===== src/rtl/burst_mon_pkg.sv =====
package burst_mon_pkg;

    localparam int NUM_CHAN  = 2;             // 0 = write address, 1 = read address
    localparam int NUM_RULES = 3 * NUM_CHAN;

    // Rule bit positions: base + channel index
    localparam int NSIZE_BASE = 0;
    localparam int NCACHE_BASE = NUM_CHAN;
    localparam int MAXLEN_BASE = 2 * NUM_CHAN;

    typedef struct packed {
        logic       valid;
        logic       ready;
        logic [7:0] len;
        logic [2:0] size;
        logic [3:0] cache;
    } addr_req_t;

    typedef struct packed {
        logic max_len;
        logic non_mod;
        logic narrow;
    } chan_hits_t;

endpackage


===== src/rtl/burst_chan_rules.sv =====
module burst_chan_rules
    import burst_mon_pkg::*;
#(
    parameter int DATA_W    = 64,
    parameter bit NARROW_OK = 1'b0,
    parameter int MAX_LEN   = 15,
    parameter bit AXI3      = 1'b0
) (
    input  addr_req_t  req,
    output chan_hits_t hits
);

    localparam int         LEN_W     = AXI3 ? 4 : 8;
    localparam logic [7:0] LEN_MASK  = 8'((1 << LEN_W) - 1);
    localparam logic [2:0] FULL_SIZE = 3'($clog2(DATA_W / 8));
    localparam logic [8:0] LEN_LIMIT = 9'(MAX_LEN);

    logic       accepted;
    logic [7:0] eff_len;
    logic       multi_beat;

    always_comb begin
        accepted   = req.valid && req.ready;
        eff_len    = req.len & LEN_MASK;
        multi_beat = (eff_len != 8'd0);

        hits.narrow  = accepted && !NARROW_OK && multi_beat && (req.size < FULL_SIZE);
        hits.non_mod = accepted && !NARROW_OK && multi_beat && !req.cache[1];
        hits.max_len = accepted && ({1'b0, eff_len} > LEN_LIMIT);
    end

endmodule


===== src/rtl/burst_err_accum.sv =====
module burst_err_accum #(
    parameter int NUM   = 6,
    parameter int CNT_W = 16
) (
    input  logic             clk,
    input  logic             rst_n,
    input  logic [NUM-1:0]   hit,
    output logic [NUM-1:0]   pulse,
    output logic [NUM-1:0]   sticky,
    output logic [CNT_W-1:0] count
);

    localparam int ADD_W = $clog2(NUM + 1);

    typedef struct packed {
        logic [NUM-1:0]   pulse;
        logic [NUM-1:0]   sticky;
        logic [CNT_W-1:0] count;
    } acc_state_t;

    acc_state_t st_d, st_q;
    logic [ADD_W-1:0] ones_d;
    logic [CNT_W:0]   sum_d;

    always_comb begin
        ones_d = '0;
        for (int i = 0; i < NUM; i++) begin
            ones_d = ones_d + ADD_W'(hit[i]);
        end
        sum_d = {1'b0, st_q.count} + (CNT_W + 1)'(ones_d);

        st_d        = st_q;
        st_d.pulse  = hit;
        st_d.sticky = st_q.sticky | hit;
        st_d.count  = sum_d[CNT_W] ? '1 : sum_d[CNT_W-1:0];
    end

    always_ff @(posedge clk or negedge rst_n) begin
        if (!rst_n) begin
            st_q <= '0;
        end else begin
            st_q <= st_d;
        end
    end

    assign pulse  = st_q.pulse;
    assign sticky = st_q.sticky;
    assign count  = st_q.count;

    // sticky flags never clear outside reset
    a_r8_sticky_holds: assert property (@(posedge clk) disable iff (!rst_n)
        ((sticky & $past(sticky)) == $past(sticky)));

    // any pulse bit is mirrored in the sticky flags
    a_r8_pulse_sets_sticky: assert property (@(posedge clk) disable iff (!rst_n)
        ((sticky & pulse) == pulse));

    // the total never goes down
    a_r9_count_monotonic: assert property (@(posedge clk) disable iff (!rst_n)
        (count >= $past(count)));

    // the total moves only in cycles following a detected violation
    a_r9_count_needs_hit: assert property (@(posedge clk) disable iff (!rst_n)
        ($past(hit) == '0) |-> (count == $past(count)));

endmodule


===== src/rtl/axi_burst_rule_monitor.sv =====
module axi_burst_rule_monitor
    import burst_mon_pkg::*;
#(
    parameter int DATA_W    = 64,
    parameter bit NARROW_OK = 1'b0,
    parameter int MAX_LEN   = 15,
    parameter bit AXI3      = 1'b0,
    parameter int CNT_W     = 16
) (
    input  logic                 clk,
    input  logic                 rst_n,
    input  logic                 aw_valid,
    input  logic                 aw_ready,
    input  logic [7:0]           aw_len,
    input  logic [2:0]           aw_size,
    input  logic [3:0]           aw_cache,
    input  logic                 ar_valid,
    input  logic                 ar_ready,
    input  logic [7:0]           ar_len,
    input  logic [2:0]           ar_size,
    input  logic [3:0]           ar_cache,
    output logic [NUM_RULES-1:0] err_pulse,
    output logic [NUM_RULES-1:0] err_sticky,
    output logic [CNT_W-1:0]     err_count
);

    addr_req_t      req   [NUM_CHAN];
    chan_hits_t     hits  [NUM_CHAN];
    logic [NUM_RULES-1:0] rule_hit;

    assign req[0] = '{valid: aw_valid, ready: aw_ready, len: aw_len, size: aw_size, cache: aw_cache};
    assign req[1] = '{valid: ar_valid, ready: ar_ready, len: ar_len, size: ar_size, cache: ar_cache};

    for (genvar ch = 0; ch < NUM_CHAN; ch++) begin : g_chan
        burst_chan_rules #(
            .DATA_W    (DATA_W),
            .NARROW_OK (NARROW_OK),
            .MAX_LEN   (MAX_LEN),
            .AXI3      (AXI3)
        ) u_rules (
            .req  (req[ch]),
            .hits (hits[ch])
        );
        assign rule_hit[NSIZE_BASE  + ch] = hits[ch].narrow;
        assign rule_hit[NCACHE_BASE + ch] = hits[ch].non_mod;
        assign rule_hit[MAXLEN_BASE + ch] = hits[ch].max_len;
    end

    burst_err_accum #(
        .NUM   (NUM_RULES),
        .CNT_W (CNT_W)
    ) u_accum (
        .clk    (clk),
        .rst_n  (rst_n),
        .hit    (rule_hit),
        .pulse  (err_pulse),
        .sticky (err_sticky),
        .count  (err_count)
    );

    // write-side rules report only after a write handshake
    a_r6_aw_needs_handshake: assert property (@(posedge clk) disable iff (!rst_n)
        (err_pulse[0] || err_pulse[2] || err_pulse[4]) |-> $past(aw_valid && aw_ready));

    // read-side rules report only after a read handshake
    a_r6_ar_needs_handshake: assert property (@(posedge clk) disable iff (!rst_n)
        (err_pulse[1] || err_pulse[3] || err_pulse[5]) |-> $past(ar_valid && ar_ready));

    // an accepted zero-length write is never called narrow or non-modifiable
    a_r13_single_beat_aw: assert property (@(posedge clk) disable iff (!rst_n)
        $past(aw_valid && aw_ready && aw_len == 8'd0) |-> !(err_pulse[0] || err_pulse[2]));

    // same for reads
    a_r13_single_beat_ar: assert property (@(posedge clk) disable iff (!rst_n)
        $past(ar_valid && ar_ready && ar_len == 8'd0) |-> !(err_pulse[1] || err_pulse[3]));

    if (NARROW_OK) begin : g_narrow_chk
        // narrow-capable links never report the narrow rules
        a_r11_narrow_rules_off: assert property (@(posedge clk) disable iff (!rst_n)
            (err_pulse[3:0] == 4'b0000));
    end

endmodule


===== config.mk =====
export PLATFORM = sky130hd
export DESIGN_NAME = axi_burst_rule_monitor
export DESIGN_NICKNAME = d
export VERILOG_FILES = /design/src/rtl/burst_mon_pkg.sv /design/src/rtl/burst_chan_rules.sv /design/src/rtl/burst_err_accum.sv /design/src/rtl/axi_burst_rule_monitor.sv
export SDC_FILE = /design/constraint.sdc
export NUM_CORES = 1
export LEC_CHECK = 0
export BUFFER_PORTS_ARGS = -buffer_cell sky130_fd_sc_hd__buf_2
export CAP_MARGIN = 10
export CELL_PAD_IN_SITES_DETAIL_PLACEMENT = 1
export CELL_PAD_IN_SITES_GLOBAL_PLACEMENT = 1
export CORE_ASPECT_RATIO = 2
export CORE_MARGIN = 5
export CORE_UTILIZATION = 36
export CTS_BUF_LIST = sky130_fd_sc_hd__clkbuf_2
export DETAILED_ROUTE_END_ITERATION = 10
export GPL_ROUTABILITY_DRIVEN = 0
export MAX_ROUTING_LAYER = met4
export PLACE_DENSITY_LB_ADDON = 0.1
export SLEW_MARGIN = 20
export SYNTH_ARGS = -nofsm -noshare
export SYNTH_HDL_FRONTEND = slang
export SYNTH_HIERARCHICAL = 1
export SYNTH_SLANG_ARGS = --single-unit

===== constraint.sdc =====
create_clock -name clk -period 2.25 [get_ports clk]
set_clock_uncertainty 0.1 [all_clocks]
set_input_delay 0.225 -clock clk [delete_from_list [all_inputs] [get_ports clk]]
set_output_delay 0.225 -clock clk [all_outputs]
set_load 0.05 [all_outputs]

==> results of run 1 <==
[logic make-up (layout without fill, tap and decap cells)]
family          after synthesis  count (layout)  share of synthesized area
xor+xnor                      7               7                     0.0421
flops                        28              28                      0.481
simple gates                 53              53                      0.221
mux                           1               1                    0.00687
compound gates               19              19                      0.107
buf+inv                      18             102                     0.0524
fa+ha+maj                     8               8                     0.0893
[report_power, final]
group / switching (W) / internal [W] / total (W)
Sequential: 0.0000962 / 0.000578 / 0.000674
Combinational: 0.000549 / 0.000299 / 0.000849
Clock: 0.000158 / 0.000153 / 0.000311
Total: 0.000804 / 0.00103 / 0.00183
[state kept, by name, summed over array words and instances, names as in the netlist]
register	flops
u_accum/sticky	6
u_accum/count	16
u_accum/pulse	6
[worst paths after layout]
path / endpoint / slack [ns] / from / cells after the start
setup reg to reg: u_accum/count[14] / 0.06 / u_accum/count[0] / 8
hold reg to reg: u_accum/sticky[5] / 0.40 / u_accum/sticky[5] / 1
hold / removal: u_accum/pulse[1] / 0.07 / ar_size[2] / 4
setup / recovery: u_accum/count[14] / -1.14 / ar_len[6] / 13
max in group asynchronous: u_accum/count[0] / 1.39 / rst_n / 2
min in group asynchronous: u_accum/count[8] / 0.26 / rst_n / 2
[what timing repair did]
action                     4_1_cts  5_1_grt
hold buffers                     3        0
gates resized for setup         10        9
buffers inserted                 4        3
setup endpoints to repair       16       16
hold endpoints to repair        30        0
pin swaps                        3        0
[layout by cell type, fill, tap and decap left out, types with 3 or more instances in the layout]
master	n
buf_2	55
buf_4	19
buf_6	5
clkbuf_2	3
dfrtp_1	28
dlygate4sd3_1	3
ha_1	3
inv_1	16
nand2_1	4
nand2_2	7
nand3_1	3
nand3_2	3
nand4_1	3
nor2_1	5
nor4_4	4
o21ai_0	3
or2_2	6
xnor2_1	5
[through the flow]
stage,total power [W],utilization,area [um2],std cells,TNS (ns)
final,0.00183,0.563,2190,269,-16.87
after global routing,0.00193,0.563,2190,269,-18.33
after CTS,0.00182,0.551,2140,266,-16.30
after detailed placement,0.00150,0.515,2000,255,-23.16
after global placement,0.00147,0.515,2000,255,-21.17
after floorplan,0.00122,-,1560,134,-17.86
[worst max-delay path, delay by kind of cell]
family                     cells  cell delay [ns]
AOI/OAI and AO/OA              4             0.76
adders and majority gates      4             1.70
and+or+nand+nor                2             0.49
buffers and inverters          3             0.42
[final cells by class]
type | count | area [um2]
sequential | 28 | 701
fill | 452 | 1700
clock buffer | 3 | 15.0
inverter | 16 | 60.1
tap | 51 | 63.8
multi-input combinational | 88 | 815
timing repair buffer | 82 | 504
clock inverter | 1 | 30.0
[layer usage]
metal | global-route usage | share of wire | routed length (um)
met1 | 0.165 | 0.32 | 1410
met2 | 0.347 | 0.63 | 2760
met3 | 0.0223 | 0.036 | 160
met4 | 0.0693 | 0.017 | 73
met5 | - | 0 | 0
==> flow_summary.toml, run 1 <==
[outcome]
run_status = "complete, but fails checks"
violations = "negative setup slack"

[worst_setup_path]
required_ns = 2.46
arrival_ns = 3.60
crit_path_end_kind = "flop"
crit_type = "in -> reg"
max_stage_delay_ns = 0.50
cp_cell_sequence = "buf_6 -> nor4_4 -> a211oi_2 -> inv_1 -> fa_1 -> fa_2 -> fa_1 -> fa_2 -> nand2b_4 -> a2111oi_4 -> buf_4 -> a21oi_2 -> a41oi_1"
slowest_stage = "fa_1"
critPathMaxFanout = 4
start_kind = "primary input"

[timing]
slew_headroom = 0.584
rsz0062_at_grt = "true"
maxSlewViolCount = 0
hold_viol = 0
fin_crit_ns = 3.39
setup_viol = 16
tightest_slew_ns = 0.625
fmax_mhz = 295
fin_crit_sh = 1.51
finalWorstSetupSlack_ns = -1.14
hold_ws_ns = 0.0692

[clocking]
cts.clk_slew.worst_paths_ns = 0.28
htreeDepth = 1
cts_inserted_buffers = 3
clock-sinks = 28
clk_path_buf_depth = 2
cts_root_buffer = "clkbuf_2"
clock_latency_ns = 0.37
cts_tree = "built"

[grt]
antenna_found_initial = 0
grt_max_degree = 29
overflow = 0
grt_pass1_wl_mm = 7.07
grt_use_total = 0.181
grt_pass1_vias = 1558

[route]
drt_iter0_markers = 7
wl_per_cell_um = 16.4
drtPass1Iterations = 3
ant_nets = 0
drc = 0
finalWirelength_mm = 4.40
drt-vias-per-instance = 5.00
via_count = 1346

[floorplan]
start_util = 0.375
die-height_um = 100
core_area_mm2 = 0.00388
io_pins = 64
rows = 32
die-area_mm2 = 0.00550
dieWidth_um = 55.0

[yosys]
synth.avg_cell_area_um2 = 10.9
synth-edff-count = 0
yosysTopAreaCell = "dfrtp_1"
synth_top_area_frac = 0.481
syn-num-nets = 178
async_flop_share = 1.00
synthFlopType = "dfrtp_1"
synth_area_mm2 = 0.00146
yosys.cell_count.top_type = "dfrtp_1"
ys_seq_elements = 28
ys_types = 41
synth.area.top_cells = "dfrtp_1 48%, fa_1 5.5%, inv_1 4.1%"
synth_commonest_cells = "28 x dfrtp_1, 16 x inv_1, 10 x nand2_1, 7 x nor2_1, 6 x or2_2"
ys_seq_area_frac = 0.481
synthCells = 134
ys_warn_count = 6

[placed_design]
pre_cts_ws_ns = -1.51
dp_hpwl_mm = 3.59
port_buffers = 57

[cells_and_area]
area_growth_pct = 50.1
nets = 263
drive_above_1_share = 0.555
diodes = 0

[power]
p_per_area_mw_per_mm2 = 838
irDropWorstVdd_v = 0.000398
leakagePower_nw = 1.03

[flow_run]
cap_viol_max_count = 0

[min_path]
worstHoldPathType = "in -> reg"
Note: power is estimated with default switching activity, not from simulation.
==> run 2, diff against run 1 <==
--- a/config.mk
+++ b/config.mk
@@ -15,6 +15,7 @@
 export CTS_BUF_LIST = sky130_fd_sc_hd__clkbuf_2
 export DETAILED_ROUTE_END_ITERATION = 10
 export GPL_ROUTABILITY_DRIVEN = 0
+export GPL_TIMING_DRIVEN = 0
 export MAX_ROUTING_LAYER = met4
 export PLACE_DENSITY_LB_ADDON = 0.1
 export SLEW_MARGIN = 20
==> run 2 against run 1 <==
  * Sequential cell count is the same
  * Final cell count shrank 2.2%
  * The flow still finishes with violations (negative setup slack)
  * Die area is the same
==> flow_summary.toml, run 2 (same netlist as run 1, synthesis figures left out) <==
[power]
p_per_area_mw_per_mm2 = 826
irDropWorstVdd_v = 0.000473
finalPower_w = 0.00181
leakagePower_nw = 1.02

[clocking]
clock_latency_ns = 0.37
clock-sinks = 28
htreeDepth = 1
cts_root_buffer = "clkbuf_2"
cts_inserted_buffers = 3
cts.clk_slew.worst_paths_ns = 0.25
cts_tree = "built"
clk_path_buf_depth = 2

[worst_setup_path]
max_stage_delay_ns = 0.51
required_ns = 2.43
arrival_ns = 3.53
r2r_cells = 9
crit_path_end_kind = "flop"
start_kind = "primary input"
crit_type = "in -> reg"
r2r_start = "u_accum/count[0]"
crit_start = "ar_len[4]"
reg2reg_to = "u_accum/count[12]"
critPathMaxFanout = 4
cp_cell_sequence = "buf_2 -> nor4_4 -> a211oi_2 -> inv_1 -> fa_1 -> fa_2 -> fa_2 -> fa_2 -> nand2b_4 -> a2111oi_4 -> buf_6 -> buf_4 -> nand3_2 -> o21a_1"
slowest_stage = "fa_2"
cpMostUsedCell = "fa_2"
rrSetupSlack_ns = 0.01

[cells_and_area]
nFillCells = 452
final_cell_mix = "50 x buf_2, 28 x dfrtp_1, 14 x inv_1"
diodes = 0
nets = 257
largest_register_ffs = 16
final_util = 0.566
area_growth_pct = 50.7
drive_above_1_share = 0.519
mostFrequentLayoutCell = "buf_2"

[route]
finalWirelength_mm = 4.52
wl_per_cell_um = 17.2
drc = 0
drtPass1Iterations = 4
drt_iter0_markers = 6
via_count = 1324
drt-vias-per-instance = 5.03
ant_nets = 0

[placed_design]
port_buffers = 57
dp_hpwl_mm = 3.45
pre_cts_ws_ns = -1.58

[timing]
rsz0062_at_grt = "true"
hold_viol = 0
finalWorstSetupSlack_ns = -1.09
setup_viol = 16
slew_headroom = 0.572
fin_crit_ns = 3.34
tightest_slew_ns = 0.642
fin_crit_sh = 1.49
maxSlewViolCount = 0
hold_ws_ns = 0.0489
fmax_mhz = 299
final.setup.tns_ns = -16.85

[grt]
grt_pass1_vias = 1510
overflow = 0
grt_max_degree = 29
grt_pass1_wl_mm = 6.98
grt_use_total = 0.181
antenna_found_initial = 0

[floorplan]
rows = 32
dieWidth_um = 55.0
io_pins = 64
core_area_mm2 = 0.00388
die-height_um = 100
die-area_mm2 = 0.00550
start_util = 0.375

[flow_run]
cap_viol_max_count = 0

[min_path]
min_from = "ar_ready"
min_to = "u_accum/pulse[5]"
hold_depth = 3
worstHoldPathType = "in -> reg"

[outcome]
run_status = "complete, but fails checks"
violations = "negative setup slack"
## run 2: worst max-delay path, delay by kind of cell
kind | cells | cell delay [ns]
simple gates | 3 | 0.54
fa+ha+maj | 4 | 1.69
buf+inv | 4 | 0.49
compound gates | 3 | 0.57
## run 2: power by group
part / internal (W) / switching (W) / total, W / leakage, nW
Sequential: 0.000578 / 0.000102 / 0.000679 / 0.325
Clock: 0.000153 / 0.000153 / 0.000305 / 0.0266
Combinational: 0.000284 / 0.000546 / 0.000830 / 0.668
## run 2: worst max path at each step
stage | to | cells after the start | slack (ns)
floorplan | u_accum/count[13] | 12 | -1.15
global placement | u_accum/count[5] | 13 | -1.48
detailed placement | u_accum/count[5] | 13 | -1.58
global route | u_accum/count[11] | 14 | -1.19
finish | u_accum/count[12] | 14 | -1.09
CTS | u_accum/count[11] | 14 | -1.10
## run 2: cell type report
type	instances	area [um2]	share of cell area
multi-input combinational	88	825	0.375
sequential	28	701	0.319
timing repair buffer	74	487	0.222
tap	51	63.8	0.0290
inverter	16	60.1	0.0273
clock inverter	1	30.0	0.0137
buffer	2	16.3	0.00740
clock buffer	3	15.0	0.00683
## run 2: layer usage
metal,part of all wire,track usage,wire (um)
met5,0,-,0
met4,0.028,0.0787,127
met3,0.035,0.0163,158
met2,0.62,0.350,2820
met1,0.31,0.162,1410
## run 2: repair_timing
item | in CTS | in global routing
endpoints found under the setup margin | 16 | 16
gates resized for setup | 17 | 7
hold buffers | 6 | 0
pin swaps | 3 | 3
hold endpoints to repair | 33 | 0
gates cloned | 0 | 0
buffers inserted | 8 | 3
## run 2: per-stage QoR
stage	cell area [um2]	instances
floorplan	1560	134
global placement	1900	242
detailed placement	1900	242
CTS	2150	260
global route	2200	263
finish	2200	263
==> run 3, diff against run 2 <==
==> constraint.sdc (replaced) <==
create_clock -name clk -period 3.5 [get_ports clk]
set_clock_uncertainty 0.1 [all_clocks]
set_input_delay 0.35 -clock clk [delete_from_list [all_inputs] [get_ports clk]]
set_output_delay 0.35 -clock clk [all_outputs]
set_load 0.05 [all_outputs]
==> run 3 against run 2 <==
  * The flow still finishes with violations (negative setup slack)
  * Worst hold slack gained 0.075 ns
  * Sequential share of layout area grew 2.6 points
  * Combinational power is 43% lower
  * Register-to-register slack better by 1.2 ns
  * Final cell count fell by 4.2%
  * First-iteration DRC count down 50%
  * Core utilization decreased by 4.3 points
  * Critical path type unchanged
  * Critical endpoint is now u_accum/count[10]
  * Highest routed layer unchanged
==> flow_summary.toml, run 3 (same netlist as run 1, synthesis figures left out) <==
[worst_setup_path]
start_kind = "primary input"
required_ns = 3.71
crit_type = "in -> reg"
arrival_ns = 3.72
max_stage_delay_ns = 0.48
critPathMaxFanout = 5
slowest_stage = "fa_1"
cp_cell_sequence = "buf_6 -> nor4_4 -> a211oi_2 -> inv_1 -> fa_1 -> fa_2 -> fa_1 -> fa_2 -> nand2b_4 -> a2111oi_4 -> buf_4 -> nand3_4 -> clkbuf_16 -> nand3_2"
crit_path_end_kind = "flop"

[timing]
slew_headroom = 0.563
setup_viol = 2
fmax_mhz = 285
hold_viol = 0
rsz0062_at_grt = "true"
fin_crit_sh = 1.00
fin_crit_ns = 3.51
finalWorstSetupSlack_ns = -0.00681
tightest_slew_ns = 0.655
maxSlewViolCount = 0

[floorplan]
core_area_mm2 = 0.00388
rows = 32
io_pins = 64
die-height_um = 100
dieWidth_um = 55.0
start_util = 0.375
die-area_mm2 = 0.00550

[power]
leakagePower_nw = 0.944
power_frac_clock = 0.112
p_switching_w = 0.000480
seq_power_share = 0.422
combPwrFrac = 0.466
p_per_area_mw_per_mm2 = 504
finalPower_w = 0.00102
irDropWorstVdd_v = 0.000234
swShare = 0.469
internal_power_w = 0.000543

[grt]
grt_pass1_vias = 1486
grt_use_total = 0.178
grt_pass1_wl_mm = 7.14
grt_max_degree = 29
overflow = 0
antenna_found_initial = 0

[cells_and_area]
mostFrequentLayoutCell = "buf_2"
area_growth_pct = 39.3
final_cell_mix = "53 x buf_2, 28 x dfrtp_1, 15 x inv_1"
nFillCells = 464
largest_register_ffs = 16
nets = 247
diodes = 0
drive_above_1_share = 0.507

[placed_design]
port_buffers = 57
dp_hpwl_mm = 3.36
pre_cts_ws_ns = -0.480

[route]
drtPass1Iterations = 4
drt_iter0_markers = 3
finalWirelength_mm = 4.22
drc = 0
wl_per_cell_um = 16.7
drt-vias-per-instance = 4.90
ant_nets = 0
via_count = 1235

[clocking]
clock-sinks = 28
cts_inserted_buffers = 3
cts.clk_slew.worst_paths_ns = 0.25
clock_latency_ns = 0.35
clk_path_buf_depth = 2
htreeDepth = 1
cts_root_buffer = "clkbuf_2"
cts_tree = "built"

[outcome]
run_status = "complete, but fails checks"
violations = "negative setup slack"

[flow_run]
cap_viol_max_count = 0

[min_path]
worstHoldPathType = "in -> reg"
run 3: final cells by class:
type | count | area (um2) | share of cell area
clock buffers | 3 | 15.0 | 0.00739
repair buffers | 64 | 385 | 0.190
multi-input cells | 88 | 786 | 0.387
well taps | 51 | 63.8 | 0.0314
plain buffers | 2 | 20.0 | 0.00986
inverters | 16 | 60.1 | 0.0296
flip-flops and latches | 28 | 701 | 0.345
run 3: final timing paths:
check	cells past startpoint	slack [ns]	startpoint	endpoint
max	14	-0.007	ar_len[6]	u_accum/count[10]
min	3	0.12	ar_size[2]	u_accum/pulse[1]
max reg2reg	9	1.25	u_accum/count[0]	u_accum/count[10]
min reg2reg	1	0.40	u_accum/sticky[4]	u_accum/sticky[4]
max in group asynchronous	2	2.46	rst_n	u_accum/count[8]
min in group asynchronous	2	0.42	rst_n	u_accum/count[0]
run 3: timing repair:
item                                    CTS  global route
resized for setup                         1            16
hold buffers                              2             0
endpoints found under the setup margin   11            13
pin swaps                                 4             4
buffers inserted                          2             2
gates cloned                              0             1
hold endpoints to repair                 29             0
run 3: worst max-delay path: cells and delay by family:
kind	cells	cell delay (ns)
compound gates	2	0.45
fa+ha+maj	4	1.64
buf+inv	4	0.57
simple gates	4	0.68
run 3: power groups by stage:
stage	Clock [W]	Sequential [W]	Combinational, W
6_report	0.000114	0.000432	0.000476
5_1_grt	0.000136	0.000440	0.000521
4_1_cts	0.000124	0.000431	0.000468
3_5_place_dp	0	0.000436	0.000464
3_3_place_gp	0	0.000433	0.000453
2_1_floorplan	0	0.000588	0.000172
run 3: per-stage QoR:
step                      TNS [ns]  hold WS (ns)  cell area (um2)  std cells   util
after global placement       -5.78         0.301             1880        242  0.485
after detailed placement     -7.05         0.317             1880        242  0.485
after floorplan             -0.263       -0.0456             1530        134      -
final                     -0.00957         0.124             2030        252  0.523
after CTS                        0         0.103             1930        249  0.498
after global routing        -0.575        0.0945             2030        252  0.523
run 3: per-layer routing:
layer,global-route usage,routed length [um],vias up
met5,-,0,-
li1,-,-,596
met1,0.193,1450,608
met3,0.0223,160,2
met2,0.325,2590,29
met4,0.0412,20,0
